<file path="src/rtl/ss_pkg.sv">
package ss_pkg;

  typedef enum logic [2:0] {
    ST_IDLE,
    ST_DIV,
    ST_RAMP,
    ST_HOLD,
    ST_HICCUP
  } ss_state_t;

  typedef struct packed {
    logic       pfm;
    logic [1:0] sel;
  } strap_cfg_t;

  // Index 0 and unused indices fall back to PFM off at divider select 1.
  function automatic strap_cfg_t decode_strap(input logic [3:0] idx);
    strap_cfg_t c;
    c.pfm = 1'b0;
    c.sel = 2'd1;
    if (idx >= 4'd1 && idx <= 4'd4) begin
      c.pfm = 1'b1;
      c.sel = 2'(idx - 4'd1);
    end else if (idx >= 4'd5 && idx <= 4'd8) begin
      c.pfm = 1'b0;
      c.sel = 2'(idx - 4'd5);
    end
    return c;
  endfunction

endpackage

</file>
<file path="src/rtl/ss_cfg_decode.sv">
module ss_cfg_decode
  import ss_pkg::*;
#(
  parameter int SP_W         = 10,
  parameter int T_W          = 12,
  parameter int TICKS_LO     = 900,
  parameter int TICKS_MID    = 1800,
  parameter int TICKS_HI     = 3600,
  parameter int BAND_LO_MAX  = 280,
  parameter int BAND_MID_MAX = 560
) (
  input  logic [3:0]      strap_i,
  input  logic [SP_W-1:0] setpoint_i,
  output logic            pfm_o,
  output logic [1:0]      sel_o,
  output logic [T_W-1:0]  ticks_o
);
  localparam logic [SP_W-1:0] LIM_LO  = SP_W'(BAND_LO_MAX);
  localparam logic [SP_W-1:0] LIM_MID = SP_W'(BAND_MID_MAX);

  strap_cfg_t cfg;

  always_comb begin
    cfg   = decode_strap(strap_i);
    pfm_o = cfg.pfm;
    sel_o = cfg.sel;
    if (setpoint_i <= LIM_LO)       ticks_o = T_W'(TICKS_LO);
    else if (setpoint_i <= LIM_MID) ticks_o = T_W'(TICKS_MID);
    else                            ticks_o = T_W'(TICKS_HI);
  end
endmodule

</file>
<file path="src/rtl/ss_tick_gen.sv">
module ss_tick_gen #(
  parameter int DIV_BASE = 8
) (
  input  logic       clk,
  input  logic       rst,
  input  logic       run_i,
  input  logic       clr_i,
  input  logic [1:0] sel_i,
  output logic       tick_o
);
  localparam int CW = $clog2(DIV_BASE * 8) + 1;

  logic [CW-1:0] cnt_q;
  logic [CW-1:0] lim;

  assign lim    = (CW'(DIV_BASE) << sel_i) - CW'(1);
  assign tick_o = run_i && !clr_i && (cnt_q == lim);

  always_ff @(posedge clk) begin
    if (rst || !run_i || clr_i) cnt_q <= '0;
    else if (tick_o)            cnt_q <= '0;
    else                        cnt_q <= cnt_q + CW'(1);
  end
endmodule

</file>
<file path="src/rtl/ss_step_div.sv">
module ss_step_div #(
  parameter int NUM_W = 34,
  parameter int DEN_W = 12
) (
  input  logic             clk,
  input  logic             rst,
  input  logic             start_i,
  input  logic [NUM_W-1:0] num_i,
  input  logic [DEN_W-1:0] den_i,
  output logic             done_o,
  output logic [NUM_W-1:0] quot_o
);
  localparam int CW = $clog2(NUM_W + 1);

  logic [DEN_W-1:0] rem_q, den_q;
  logic [NUM_W-1:0] q_q;
  logic [CW-1:0]    cnt_q;
  logic             busy_q;
  logic [DEN_W:0]   trial, diff;
  logic             ge;

  assign trial  = {rem_q, q_q[NUM_W-1]};
  assign diff   = trial - {1'b0, den_q};
  assign ge     = trial >= {1'b0, den_q};
  assign quot_o = q_q;

  always_ff @(posedge clk) begin
    if (rst) begin
      rem_q <= '0; den_q <= '0; q_q <= '0; cnt_q <= '0;
      busy_q <= 1'b0; done_o <= 1'b0;
    end else begin
      done_o <= 1'b0;
      if (start_i) begin
        rem_q  <= '0;
        den_q  <= den_i;
        q_q    <= num_i;
        cnt_q  <= CW'(NUM_W);
        busy_q <= 1'b1;
      end else if (busy_q) begin
        rem_q <= ge ? diff[DEN_W-1:0] : trial[DEN_W-1:0];
        q_q   <= {q_q[NUM_W-2:0], ge};
        cnt_q <= cnt_q - CW'(1);
        if (cnt_q == CW'(1)) begin
          busy_q <= 1'b0;
          done_o <= 1'b1;
        end
      end
    end
  end
endmodule

</file>
<file path="src/rtl/ss_ramp_ctrl.sv">
module ss_ramp_ctrl
  import ss_pkg::*;
#(
  parameter int SP_W         = 10,
  parameter int FRAC         = 24,
  parameter int DIV_BASE     = 8,
  parameter int TICKS_LO     = 900,
  parameter int TICKS_MID    = 1800,
  parameter int TICKS_HI     = 3600,
  parameter int HICCUP_TICKS = 25200,
  parameter int BAND_LO_MAX  = 280,
  parameter int BAND_MID_MAX = 560
) (
  input  logic            clk,
  input  logic            rst,
  input  logic            en_i,
  input  logic [3:0]      strap_i,
  input  logic [SP_W-1:0] setpoint_i,
  input  logic [SP_W-1:0] feedback_i,
  input  logic            fault_i,
  output logic [SP_W-1:0] ref_o,
  output logic            sw_en_o,
  output logic            done_o,
  output logic            pfm_en_o,
  output logic            hiccup_o
);
  localparam int T_W   = $clog2(TICKS_HI + 1);
  localparam int H_W   = $clog2(HICCUP_TICKS + 1);
  localparam int NUM_W = SP_W + FRAC;
  localparam int ACC_W = NUM_W + 1;

  ss_state_t        st_q, st_d;
  logic [SP_W-1:0]  sp_q, ref_d;
  logic [1:0]       sel_q, dec_sel;
  logic             dec_pfm, done_d, sw_d, hic_d, latch, div_start, div_done;
  logic [T_W-1:0]   dec_ticks;
  logic [NUM_W-1:0] step_q, quot;
  logic [ACC_W-1:0] acc_q, acc_d, acc_sum, sp_full;
  logic [H_W-1:0]   hcnt_q, hcnt_d;
  logic             tick, tick_run, fault_take;

  ss_cfg_decode #(
    .SP_W(SP_W), .T_W(T_W), .TICKS_LO(TICKS_LO), .TICKS_MID(TICKS_MID),
    .TICKS_HI(TICKS_HI), .BAND_LO_MAX(BAND_LO_MAX), .BAND_MID_MAX(BAND_MID_MAX)
  ) u_dec (
    .strap_i(strap_i), .setpoint_i(setpoint_i),
    .pfm_o(dec_pfm), .sel_o(dec_sel), .ticks_o(dec_ticks)
  );

  // Ceiling division so the clamp is reached on exactly the T-th tick.
  ss_step_div #(.NUM_W(NUM_W), .DEN_W(T_W)) u_div (
    .clk(clk), .rst(rst || !en_i), .start_i(div_start),
    .num_i({setpoint_i, {FRAC{1'b0}}} + NUM_W'(dec_ticks - T_W'(1))),
    .den_i(dec_ticks), .done_o(div_done), .quot_o(quot)
  );

  assign tick_run   = (st_q == ST_RAMP) || (st_q == ST_HICCUP);
  assign fault_take = fault_i && ((st_q == ST_RAMP) || (st_q == ST_HOLD));

  ss_tick_gen #(.DIV_BASE(DIV_BASE)) u_tick (
    .clk(clk), .rst(rst), .run_i(tick_run), .clr_i(fault_take),
    .sel_i(sel_q), .tick_o(tick)
  );

  assign acc_sum = acc_q + {1'b0, step_q};
  assign sp_full = {1'b0, sp_q, {FRAC{1'b0}}};

  always_comb begin
    st_d      = st_q;
    acc_d     = acc_q;
    ref_d     = ref_o;
    done_d    = done_o;
    hic_d     = hiccup_o;
    hcnt_d    = hcnt_q;
    latch     = 1'b0;
    div_start = 1'b0;
    case (st_q)
      ST_IDLE: begin
        latch     = 1'b1;
        div_start = 1'b1;
        st_d      = ST_DIV;
      end
      ST_DIV: if (div_done) st_d = ST_RAMP;
      ST_RAMP: if (tick) begin
        if (acc_sum >= sp_full) begin
          acc_d  = sp_full;
          ref_d  = sp_q;
          done_d = 1'b1;
          st_d   = ST_HOLD;
        end else begin
          acc_d = acc_sum;
          ref_d = acc_sum[FRAC +: SP_W];
        end
      end
      ST_HICCUP: if (tick) begin
        if (hcnt_q == H_W'(HICCUP_TICKS - 1)) begin
          hcnt_d = '0;
          hic_d  = 1'b0;
          st_d   = ST_RAMP;
        end else begin
          hcnt_d = hcnt_q + H_W'(1);
        end
      end
      default: ;
    endcase
    if (fault_take) begin
      st_d   = ST_HICCUP;
      acc_d  = '0;
      ref_d  = '0;
      done_d = 1'b0;
      hic_d  = 1'b1;
      hcnt_d = '0;
      sw_d   = 1'b0;
    end else begin
      sw_d = sw_en_o || (ref_d > feedback_i) || done_d;
    end
  end

  always_ff @(posedge clk) begin
    if (rst || !en_i) begin
      st_q <= ST_IDLE; sp_q <= '0; sel_q <= '0; step_q <= '0;
      acc_q <= '0; hcnt_q <= '0; ref_o <= '0; sw_en_o <= 1'b0;
      done_o <= 1'b0; pfm_en_o <= 1'b0; hiccup_o <= 1'b0;
    end else begin
      st_q     <= st_d;
      acc_q    <= acc_d;
      hcnt_q   <= hcnt_d;
      ref_o    <= ref_d;
      done_o   <= done_d;
      sw_en_o  <= sw_d;
      hiccup_o <= hic_d;
      if (latch) begin
        sp_q     <= setpoint_i;
        sel_q    <= dec_sel;
        pfm_en_o <= dec_pfm;
      end
      if (div_done) step_q <= quot;
    end
  end
endmodule

</file>
<file path="config.mk">
export PLATFORM = sky130hd
export DESIGN_NAME = ss_ramp_ctrl
export DESIGN_NICKNAME = d
export VERILOG_FILES = /design/src/rtl/ss_pkg.sv /design/src/rtl/ss_cfg_decode.sv /design/src/rtl/ss_tick_gen.sv /design/src/rtl/ss_step_div.sv /design/src/rtl/ss_ramp_ctrl.sv
export SDC_FILE = /design/constraint.sdc
export NUM_CORES = 1
export LEC_CHECK = 0
export CORE_MARGIN = 1.5
export CORE_UTILIZATION = 36
export CTS_CLUSTER_SIZE = 12
export DETAILED_ROUTE_END_ITERATION = 10
export DONT_BUFFER_PORTS = 1
export PLACE_DENSITY = 0.48
export SLEW_MARGIN = 40
export SYNTH_ARGS = -nofsm -noshare
export SYNTH_HDL_FRONTEND = slang
export SYNTH_SLANG_ARGS = --single-unit
</file>
<file path="constraint.sdc">
create_clock -name clk -period 7.2 [get_ports clk]
set_input_delay 0.72 -clock clk [delete_from_list [all_inputs] [get_ports clk]]
set_output_delay 0.72 -clock clk [all_outputs]
set_load 0.02 [all_outputs]
</file>
==> qor.yml, run 1 <==
cts_max_path_buffers: 2
cts_made_buffers: 17
core_mm2: 0.02710
postSynthAreaPerCell_um2: 8.436
fin_crit_ns: 6.953
endpoint_kind: "flop"
avgRoutedWirePerCell_um: 16.46
routabilityCongestion: 0.8438
numPortBuffers: 0
worst_slack_ns: 0.2471
dp_hpwl_mm: 18.39
dieArea_mm2: 0.02873
numClockSinks: 180
cp_slowest_cell: "or4_4"
drv_slew: 0
cts.htree.levels: 4
yosysMostFrequentCell: "dfxtp_1"
worst_setup_path_start_kind: "flop"
final-setup-viol-count: 0
p_leak_uw: 0.004344
place_ws_ns: 0.1719
cp.arrival_ns: 7.24
crit_fanout: 5
holdCritPathClass: "input pin to flop"
dp_cells: 1511
path_class: "flop to flop"
holdPathStages: 1
fmaxAchievable_mhz: 143.8
antenna_found_initial: 0
powerDensity_mw_per_mm2: 193.2
synthArstFlopShare_pct: 0
rrSetupSlack_ns: 0.25
tns_ns: 0
area_delta_synth_final_pct: 11.07
yosysSeqAreaShare_pct: 36.11
grt_overflow: 0
cp_data_required_time_ns: 7.49
grt_start_max_net_pins: 57
power.switching_uw: 593.9
rows: 60
grt_pass1_vias: 7810
synth_edf_count: 0
drtIter0Drc: 494
vias: 8084
skew_ns: 0.01785
drc: 0
seqPwrFrac_pct: 47.9
max-cap-violations: 0
syn_area_mm2: 0.009980
drt.antenna.violating_nets: 0
clock_latency_ns: 0.45
period_share_pct: 96.57
die_h_um: 169.5
yosysTopAreaCell: "dfxtp_1"
synth.top_cell.area_share_pct: 36.11
instances_no_fill: 1549
initial_core_util_pct: 36.82
irDropWorstVdd_uv: 134.0
tightest_slew_ns: 0.7470
min_to: "sel_q[0]$_SDFFE_PP0P_"
final_hold_viol_count: 0
cts-root-buf: "clkbuf_16"
synthDistinctLibCells: 73
slew_headroom_pct: 50.08
run_status: "finished, final reports clean"
viasPerCell: 5.219
comb_power_share_pct: 8.5
worstHoldStart: "strap_i[0]"
rsz0062_at_grt: "yes"
synth-seq-cells: 180
drive_gt1_share_pct: 9.006
ys.flop_type: "dfxtp_1"
regToRegEndpoint: "sw_en_o$_SDFF_PP0_"
pin_count: 42
fin_nets: 1262
syn_inst: 1183
synth_commonest_cells: "180 x dfxtp_1, 145 x nor2_1, 118 x a21oi_1, 112 x nand2_1, 68 x ha_1"
clkTransAtPathRegs_ns: 0.07
diodes: 0
clkPwrFrac_pct: 43.6
synth_nets: 1281
netSwitchingFraction_pct: 27.74
drt_first_pass_iters: 7
yosys_warnings: 0
worstReg2RegStart: "acc_q[0]$_SDFFE_PP0P_"
cpMostUsedCell: "o21a_1"
reg2reg_depth: 32
grt.total_usage_pct: 18.23
intPower_uw: 1547
synth_area_leaders: "dfxtp_1 36%, ha_1 8.5%, mux2i_1 6.5%"
wl_mm: 25.50
cts_tree: "built"
slowest_delay_ns: 0.51
fp.dieW_um: 169.5
grt_pass1_wl_mm: 41.48
[critical path, delay by kind of cell, from the launching register on]
kind | cells | cell delay (ns)
flops | 1 | 0.34
mux | 1 | 0.20
compound gates | 16 | 3.16
xor+xnor | 1 | 0.12
simple gates | 10 | 1.85
fa+ha+maj | 4 | 1.15
[through the flow]
stage               instance area, um2  power, uW  hold slack (ns)  util (%)
floorplan                         9980       1176           0.4302         -
global route                     11080       2231           0.3579     40.90
CTS                              10920       2160           0.3451     40.28
detailed placement               10320       1223           0.4471     38.10
finish                           11080       2141           0.3625     40.90
global placement                 10320       1222           0.4419     38.10
[worst max-delay path by stage]
stage / from / end / slack [ns] / depth (start not counted)
floorplan: step_q[0]$_SDFFE_PP0P_ / sw_en_o$_SDFF_PP0_ / 0.71 / 33
global placement: step_q[0]$_SDFFE_PP0P_ / sw_en_o$_SDFF_PP0_ / 0.31 / 32
detailed placement: step_q[0]$_SDFFE_PP0P_ / sw_en_o$_SDFF_PP0_ / 0.17 / 32
CTS: step_q[0]$_SDFFE_PP0P_ / sw_en_o$_SDFF_PP0_ / 0.14 / 32
global route: acc_q[0]$_SDFFE_PP0P_ / sw_en_o$_SDFF_PP0_ / -0.12 / 32
finish: acc_q[0]$_SDFFE_PP0P_ / sw_en_o$_SDFF_PP0_ / 0.25 / 32
[registers in the layout (all words and copies together) (netlist names), 7 cells and up]
| signal | count |
|---|---|
| acc_q | 35 |
| hcnt_q | 15 |
| ref_o | 10 |
| sp_q | 10 |
| step_q | 34 |
| u_div.quot_o | 34 |
| u_div.rem_q | 12 |
| u_tick.cnt_q | 7 |
[metal layers]
layer / up-vias / global-route usage, % / wire [um]
met4: 0 / 4.463 / 310
met3: 20 / 3.755 / 896
met2: 97 / 28.45 / 11260
li1: 4155 / - / -
met1: 3812 / 25.64 / 13030
met5: - / 0 / 0
[cell usage in the layout, fill, tap and decap left out, types with 5 or more instances in the layout]
| master | synthesis | final |
|---|---|---|
| and3_1 | 11 | 10 |
| a21oi_1 | 118 | 117 |
| a211oi_1 | 8 | 8 |
| mux2_2 | 15 | 15 |
| and4_1 | 5 | 5 |
| xor2_1 | 19 | 19 |
| buf_4 | 0 | 17 |
| o211a_1 | 17 | 17 |
| nand2b_1 | 11 | 10 |
| o21bai_1 | 6 | 6 |
| a21o_1 | 13 | 13 |
| a31oi_1 | 5 | 5 |
| nor4_1 | 7 | 6 |
| o21a_1 | 17 | 17 |
| nor2_1 | 145 | 144 |
| o211ai_1 | 9 | 9 |
| nand3_1 | 39 | 39 |
| nor2b_1 | 8 | 7 |
| o21ai_1 | 4 | 5 |
| a211o_1 | 5 | 5 |
| inv_1 | 48 | 48 |
| clkbuf_16 | 0 | 17 |
| mux2i_2 | 7 | 5 |
| xnor2_1 | 31 | 31 |
| nand4_1 | 15 | 15 |
| nor3_1 | 24 | 21 |
| dfxtp_1 | 180 | 176 |
| ha_1 | 68 | 67 |
| nand2_1 | 112 | 111 |
| or3_1 | 7 | 7 |
| o21ai_0 | 44 | 42 |
| mux2i_1 | 65 | 65 |
[power by group through the flow]
stage	logic, uW	registers [uW]	clock network (uW)
detailed placement	174	1050	0
global placement	174	1050	0
floorplan	136	1040	0
CTS	175	1030	960
finish	182	1030	934
global route	201	1030	1000
[area by class of cell]
cell class | instances | area, um2
fillers | 2788 | 16020
well taps | 372 | 465.4
repair buffers | 18 | 138.9
flip-flops and latches | 180 | 3608
clock inverters | 14 | 161.4
clock buffers | 18 | 429.2
inverters | 49 | 183.9
multi-input cells | 898 | 6097
[timing repair]
action,4_1_cts,5_1_grt
setup buffers,0,6
hold buffers,0,0
setup endpoints to repair,0,1
endpoints found under the hold margin,0,0
resized for setup,0,26
[cell families after synthesis]
kind of cell | after synthesis | share of synthesized area (%)
compound gates | 283 | 18.44
xor+xnor | 50 | 4.388
fa+ha+maj | 70 | 8.927
buf+inv | 105 | 4.100
flops | 180 | 36.11
mux | 88 | 9.328
simple gates | 407 | 18.71
(Power assumes the default switching activity.)
==> run 2: changes to the inputs <==
--- a/config.mk
+++ b/config.mk
@@ -5,12 +5,12 @@
 export SDC_FILE = /design/constraint.sdc
 export NUM_CORES = 1
 export LEC_CHECK = 0
-export CORE_MARGIN = 1.5
-export CORE_UTILIZATION = 36
+export CORE_MARGIN = 3
+export CORE_UTILIZATION = 29
 export CTS_CLUSTER_SIZE = 12
 export DETAILED_ROUTE_END_ITERATION = 10
 export DONT_BUFFER_PORTS = 1
-export PLACE_DENSITY = 0.48
+export PLACE_DENSITY = 0.41
 export SLEW_MARGIN = 40
 export SYNTH_ARGS = -nofsm -noshare
 export SYNTH_HDL_FRONTEND = slang
==> run 2 against run 1 <==
Net effect:
- global-route usage fell by 3.0 points
- non-clock buffer count up 6
- wire length grew 7.5%
- worst hold slack improved by 0.0053 ns
- largest power group unchanged
==> qor.yml, run 2 (same netlist as run 1, synthesis figures left out) <==
tns_ns: 0
fp.dieW_um: 191.5
drc: 0
layout_common_cells: "178 x dfxtp_1, 144 x nor2_1, 117 x a21oi_1"
fin_crit_ns: 6.858
gr-usage-met3_pct: 2.329
cp.arrival_ns: 7.17
final_common_cell: "dfxtp_1"
pin_count: 42
routabilityCongestion: 0.8173
drv_slew: 0
endpoint_kind: "flop"
path_class: "flop to flop"
die_h_um: 191.5
numPortBuffers: 0
max-cap-violations: 0
largest_reg_flops: 35
cts_made_buffers: 17
seqCellArea_mm2: 0.003608
final-setup-viol-count: 0
cts_max_path_buffers: 2
worst_slack_ns: 0.3418
cts_tree: "built"
tightest_slew_ns: 0.8176
multi_input_area_mm2: 0.006105
dp_hpwl_mm: 20.27
gr-usage-met1_pct: 21.98
crit_fanout: 8
initial_core_util_pct: 29.61
drt.antenna.violating_nets: 0
holdCritPathClass: "input pin to flop"
grt_pass1_vias: 7969
top_register: "acc_q"
cts-root-buf: "clkbuf_16"
vias: 8117
grt_start_max_net_pins: 58
slew_headroom_pct: 45.20
clkTransAtPathRegs_ns: 0.07
cp_data_required_time_ns: 7.51
powerDensity_mw_per_mm2: 191.2
grt.total_usage_pct: 15.24
p_leak_uw: 0.004367
core_mm2: 0.03370
place_ws_ns: 0.1129
fmaxAchievable_mhz: 145.8
hold_buffers: 0
numClockSinks: 180
clock_latency_ns: 0.44
viasPerCell: 4.974
grt_pass1_wl_mm: 43.90
period_share_pct: 95.25
drtIter0Drc: 374
avgRoutedWirePerCell_um: 16.79
nFillCells: 3647
drive_gt1_share_pct: 9.467
skew_ns: 0.01433
busiest_layer: "met2"
irDropWorstVdd_uv: 156.1
cp_slowest_cell: "or4_4"
fin_nets: 1268
cpMostUsedCell: "o21a_1"
antenna_found_initial: 2
rrSetupSlack_ns: 0.34
area_delta_synth_final_pct: 12.45
rows: 67
final_hold_viol_count: 0
rsz0062_at_grt: "no"
run_status: "finished, final reports clean"
dieArea_mm2: 0.03667
wl_mm: 27.41
cts.htree.levels: 4
worst_setup_path_start_kind: "flop"
use_met2_pct: 24.02
grt_overflow: 0
drt_first_pass_iters: 5
slowest_delay_ns: 0.54
[run 2: worst max-delay path: cells and delay by family (launching register included)]
kind / cells / cell delay, ns
adder cells (fa/ha/maj): 4 / 1.10
multiplexers: 1 / 0.20
AO/OA/AOI/OAI: 16 / 3.12
flip-flops: 1 / 0.32
XOR/XNOR: 1 / 0.08
buffers and inverters: 1 / 0.16
AND/OR/NAND/NOR: 9 / 1.75
[run 2: final timing paths]
kind,startpoint,to,cells after the start
max,step_q[0]$_SDFFE_PP0P_,sw_en_o$_SDFF_PP0_,32
min,strap_i[0],sel_q[0]$_SDFFE_PP0P_,1
max reg2reg,step_q[0]$_SDFFE_PP0P_,sw_en_o$_SDFF_PP0_,32
min reg2reg,acc_q[9]$_SDFFE_PP0P_,acc_q[9]$_SDFFE_PP0P_,2
[run 2: layer usage]
metal	vias to the layer above	share of wire, %	wire (um)
li1	4180	-	-
met3	16	2.5	677
met5	-	0	0
met1	3835	53	14480
met2	86	44	12000
met4	0	0.90	246
[run 2: report_power, final]
group,leakage [uW],internal (uW),switching [uW]
combinational,0.00263,73.6,114
sequential,0.00146,1010,20.0
clock,0.000277,469,460
total,0.00437,1550,594
[run 2: cell type report]
cell class / instances / share of cell area (%)
Sequential cell: 180 / 32.16
Antenna cell: 1 / 0.02230
Tap cell: 448 / 4.995
Inverter: 49 / 1.639
Clock buffer: 18 / 3.913
Timing Repair Buffer: 24 / 1.672
Multi-Input combinational cell: 898 / 54.40
Clock inverter: 14 / 1.204
[run 2: metrics by stage]
stage                     hold slack [ns]  power (uW)  cells  util, %  area (um2)
after floorplan                    0.4302        1176   1183        -        9980
after global placement             0.4425        1230   1595    31.10       10480
after detailed placement           0.4481        1231   1595    31.11       10480
after CTS                          0.3391        2178   1627    32.81       11060
after global routing               0.3466        2238   1631    33.29       11220
final                              0.3677        2145   1632    33.30       11220
[run 2: timing repair]
action                     CTS  global route
setup endpoints to repair    0             1
resized for setup            0            24
buffers inserted             0             4
==> run 3: changes to the inputs <==
--- a/config.mk
+++ b/config.mk
@@ -5,13 +5,15 @@
 export SDC_FILE = /design/constraint.sdc
 export NUM_CORES = 1
 export LEC_CHECK = 0
+export CELL_PAD_IN_SITES_DETAIL_PLACEMENT = 2
+export CELL_PAD_IN_SITES_GLOBAL_PLACEMENT = 2
 export CORE_MARGIN = 3
 export CORE_UTILIZATION = 29
 export CTS_CLUSTER_SIZE = 12
 export DETAILED_ROUTE_END_ITERATION = 10
 export DONT_BUFFER_PORTS = 1
-export PLACE_DENSITY = 0.41
-export SLEW_MARGIN = 40
+export PLACE_DENSITY = 0.6
+export SLEW_MARGIN = 5
 export SYNTH_ARGS = -nofsm -noshare
 export SYNTH_HDL_FRONTEND = slang
 export SYNTH_SLANG_ARGS = --single-unit
==> run 3 against run 2 <==
Net effect:
- fmax shrank 2.2%
- clock power grew 1%
- sequential cell count is the same
- core utilization grew 0.26 points
- largest power group unchanged
- largest cell class unchanged
- setup slack lost 0.16 ns
- register-to-register slack lost 0.16 ns
- cell count grew 0.61%
- total power grew 0.54%
- wire length grew 17%
- via count grew 4.9%
- worst hold slack lost 0.026 ns
- critical path depth is the same
- critical path type unchanged
==> qor.yml, run 3 (same netlist as run 1, synthesis figures left out) <==
run_status: "finished, final reports clean"
rrSetupSlack_ns: 0.19
cp_slowest_cell: "or4_4"
worstHoldStart: "strap_i[0]"
power_uw: 2157
cts.htree.levels: 4
drt_first_pass_iters: 4
vias: 8517
numClockSinks: 180
area_delta_synth_final_pct: 13.33
reg2reg_depth: 32
top_register: "acc_q"
fmaxAchievable_mhz: 142.6
skew_ns: 0.01696
intPower_uw: 1551
crit_fanout: 5
die_h_um: 191.5
fp.dieW_um: 191.5
period_share_pct: 97.41
rows: 67
worst_setup_path_start_kind: "flop"
netSwitchingFraction_pct: 28.08
seqPwrFrac_pct: 47.6
path_class: "flop to flop"
routabilityCongestion: 0.8013
path_buf_inv: 0
comb_power_share_pct: 8.8
grt.total_usage_pct: 18.12
fin_crit_ns: 7.014
layout_common_cells: "176 x dfxtp_1, 145 x nor2_1, 117 x a21oi_1"
irDropWorstVdd_uv: 180.0
pin_count: 42
antenna_found_initial: 0
holdPathStages: 1
cp_data_required_time_ns: 7.49
tightest_slew_ns: 0.9282
slew_headroom_pct: 38.12
drc: 0
powerDensity_mw_per_mm2: 190.7
p_leak_uw: 0.004419
fin_nets: 1279
power.switching_uw: 605.6
slowest_delay_ns: 0.53
drv_slew: 0
clkTransAtPathRegs_ns: 0.08
drtIter0Drc: 311
min_to: "sel_q[0]$_SDFFE_PP0P_"
max-cap-violations: 0
rsz0062_at_grt: "yes"
drive_gt1_share_pct: 10.55
worstReg2RegStart: "step_q[0]$_SDFFE_PP0P_"
grt_pass1_wl_mm: 52.07
wl_mm: 32.08
holdWs_ns: 0.3414
cts_max_path_buffers: 2
drt.antenna.violating_nets: 0
clock_latency_ns: 0.46
cts_made_buffers: 17
numPortBuffers: 0
grt_overflow: 0
cp.arrival_ns: 7.30
clkPwrFrac_pct: 43.6
core_mm2: 0.03370
grt_start_max_net_pins: 72
cpMostUsedCell: "o21a_1"
final_common_cell: "dfxtp_1"
regToRegEndpoint: "sw_en_o$_SDFF_PP0_"
largest_reg_flops: 35
diodes: 0
dp_hpwl_mm: 22.82
grt_pass1_vias: 9168
crit_family: "compound AO/OA/AOI/OAI gates"
avgRoutedWirePerCell_um: 19.54
final-setup-viol-count: 0
cts-root-buf: "clkbuf_16"
final_hold_viol_count: 0
holdCritPathClass: "input pin to flop"
dieArea_mm2: 0.03667
initial_core_util_pct: 29.61
endpoint_kind: "flop"
viasPerCell: 5.187
cts_tree: "built"
## run 3: cell types whose count changed in the layout (fill, tap and decap cells not counted), sizes merged
cell and change:
inv -1, diode -1, clkinv -1, buf +11
clkinvlp +1, clkbuf +1
## run 3: how the worst max path moves through the flow
stage                         endpoint  cells past startpoint  slack, ns                    from
CTS                 sw_en_o$_SDFF_PP0_                     32      0.009  step_q[0]$_SDFFE_PP0P_
floorplan           sw_en_o$_SDFF_PP0_                     33       0.71  step_q[0]$_SDFFE_PP0P_
detailed placement  sw_en_o$_SDFF_PP0_                     32      -0.13  step_q[0]$_SDFFE_PP0P_
global placement    sw_en_o$_SDFF_PP0_                     32       0.25  step_q[0]$_SDFFE_PP0P_
finish              sw_en_o$_SDFF_PP0_                     32       0.19  step_q[0]$_SDFFE_PP0P_
global route        sw_en_o$_SDFF_PP0_                     32      -0.17  step_q[0]$_SDFFE_PP0P_
## run 3: metal layers
metal  vias to the layer above  GRT usage, %  share of wire [%]
met5                         -             0                  0
met4                         0         4.234                1.1
met3                        15         2.916                2.1
met2                        53         31.01                 49
met1                      4265         23.90                 48
li1                       4184             -                  -
## run 3: final cells by class
cell class	instances	area (um2)
multi-input cells	898	6118
inverters	49	183.9
flip-flops and latches	180	3608
well taps	448	560.5
repair buffers	35	262.8
clock inverters	13	132.6
fillers	3884	22390
clock buffers	19	442.9
## run 3: stage by stage
step | utilization (%) | area, um2 | TNS, ns | instances | setup WS [ns]
floorplan | - | 9980 | 0 | 1183 | 0.7119
global placement | 31.17 | 10510 | 0 | 1598 | 0.2508
detailed placement | 31.17 | 10510 | -0.1313 | 1598 | -0.1313
CTS | 33.01 | 11130 | 0 | 1633 | 0.009037
global route | 33.56 | 11310 | -0.1658 | 1642 | -0.1658
finish | 33.56 | 11310 | 0 | 1642 | 0.1864
## run 3: power by group through the flow
stage	logic [uW]	registers (uW)	clock network, uW
after floorplan	136	1040	0
final	191	1030	940
after global placement	181	1050	0
after global routing	214	1030	1030
after detailed placement	183	1050	0
after CTS	191	1030	977
## run 3: timing repair
item / in CTS / in global routing
resized for setup: 4 / 25
setup endpoints to repair: 1 / 1
gates cloned: 0 / 0
pin swaps: 3 / 17
buffers inserted: 3 / 9
hold buffers: 0 / 0
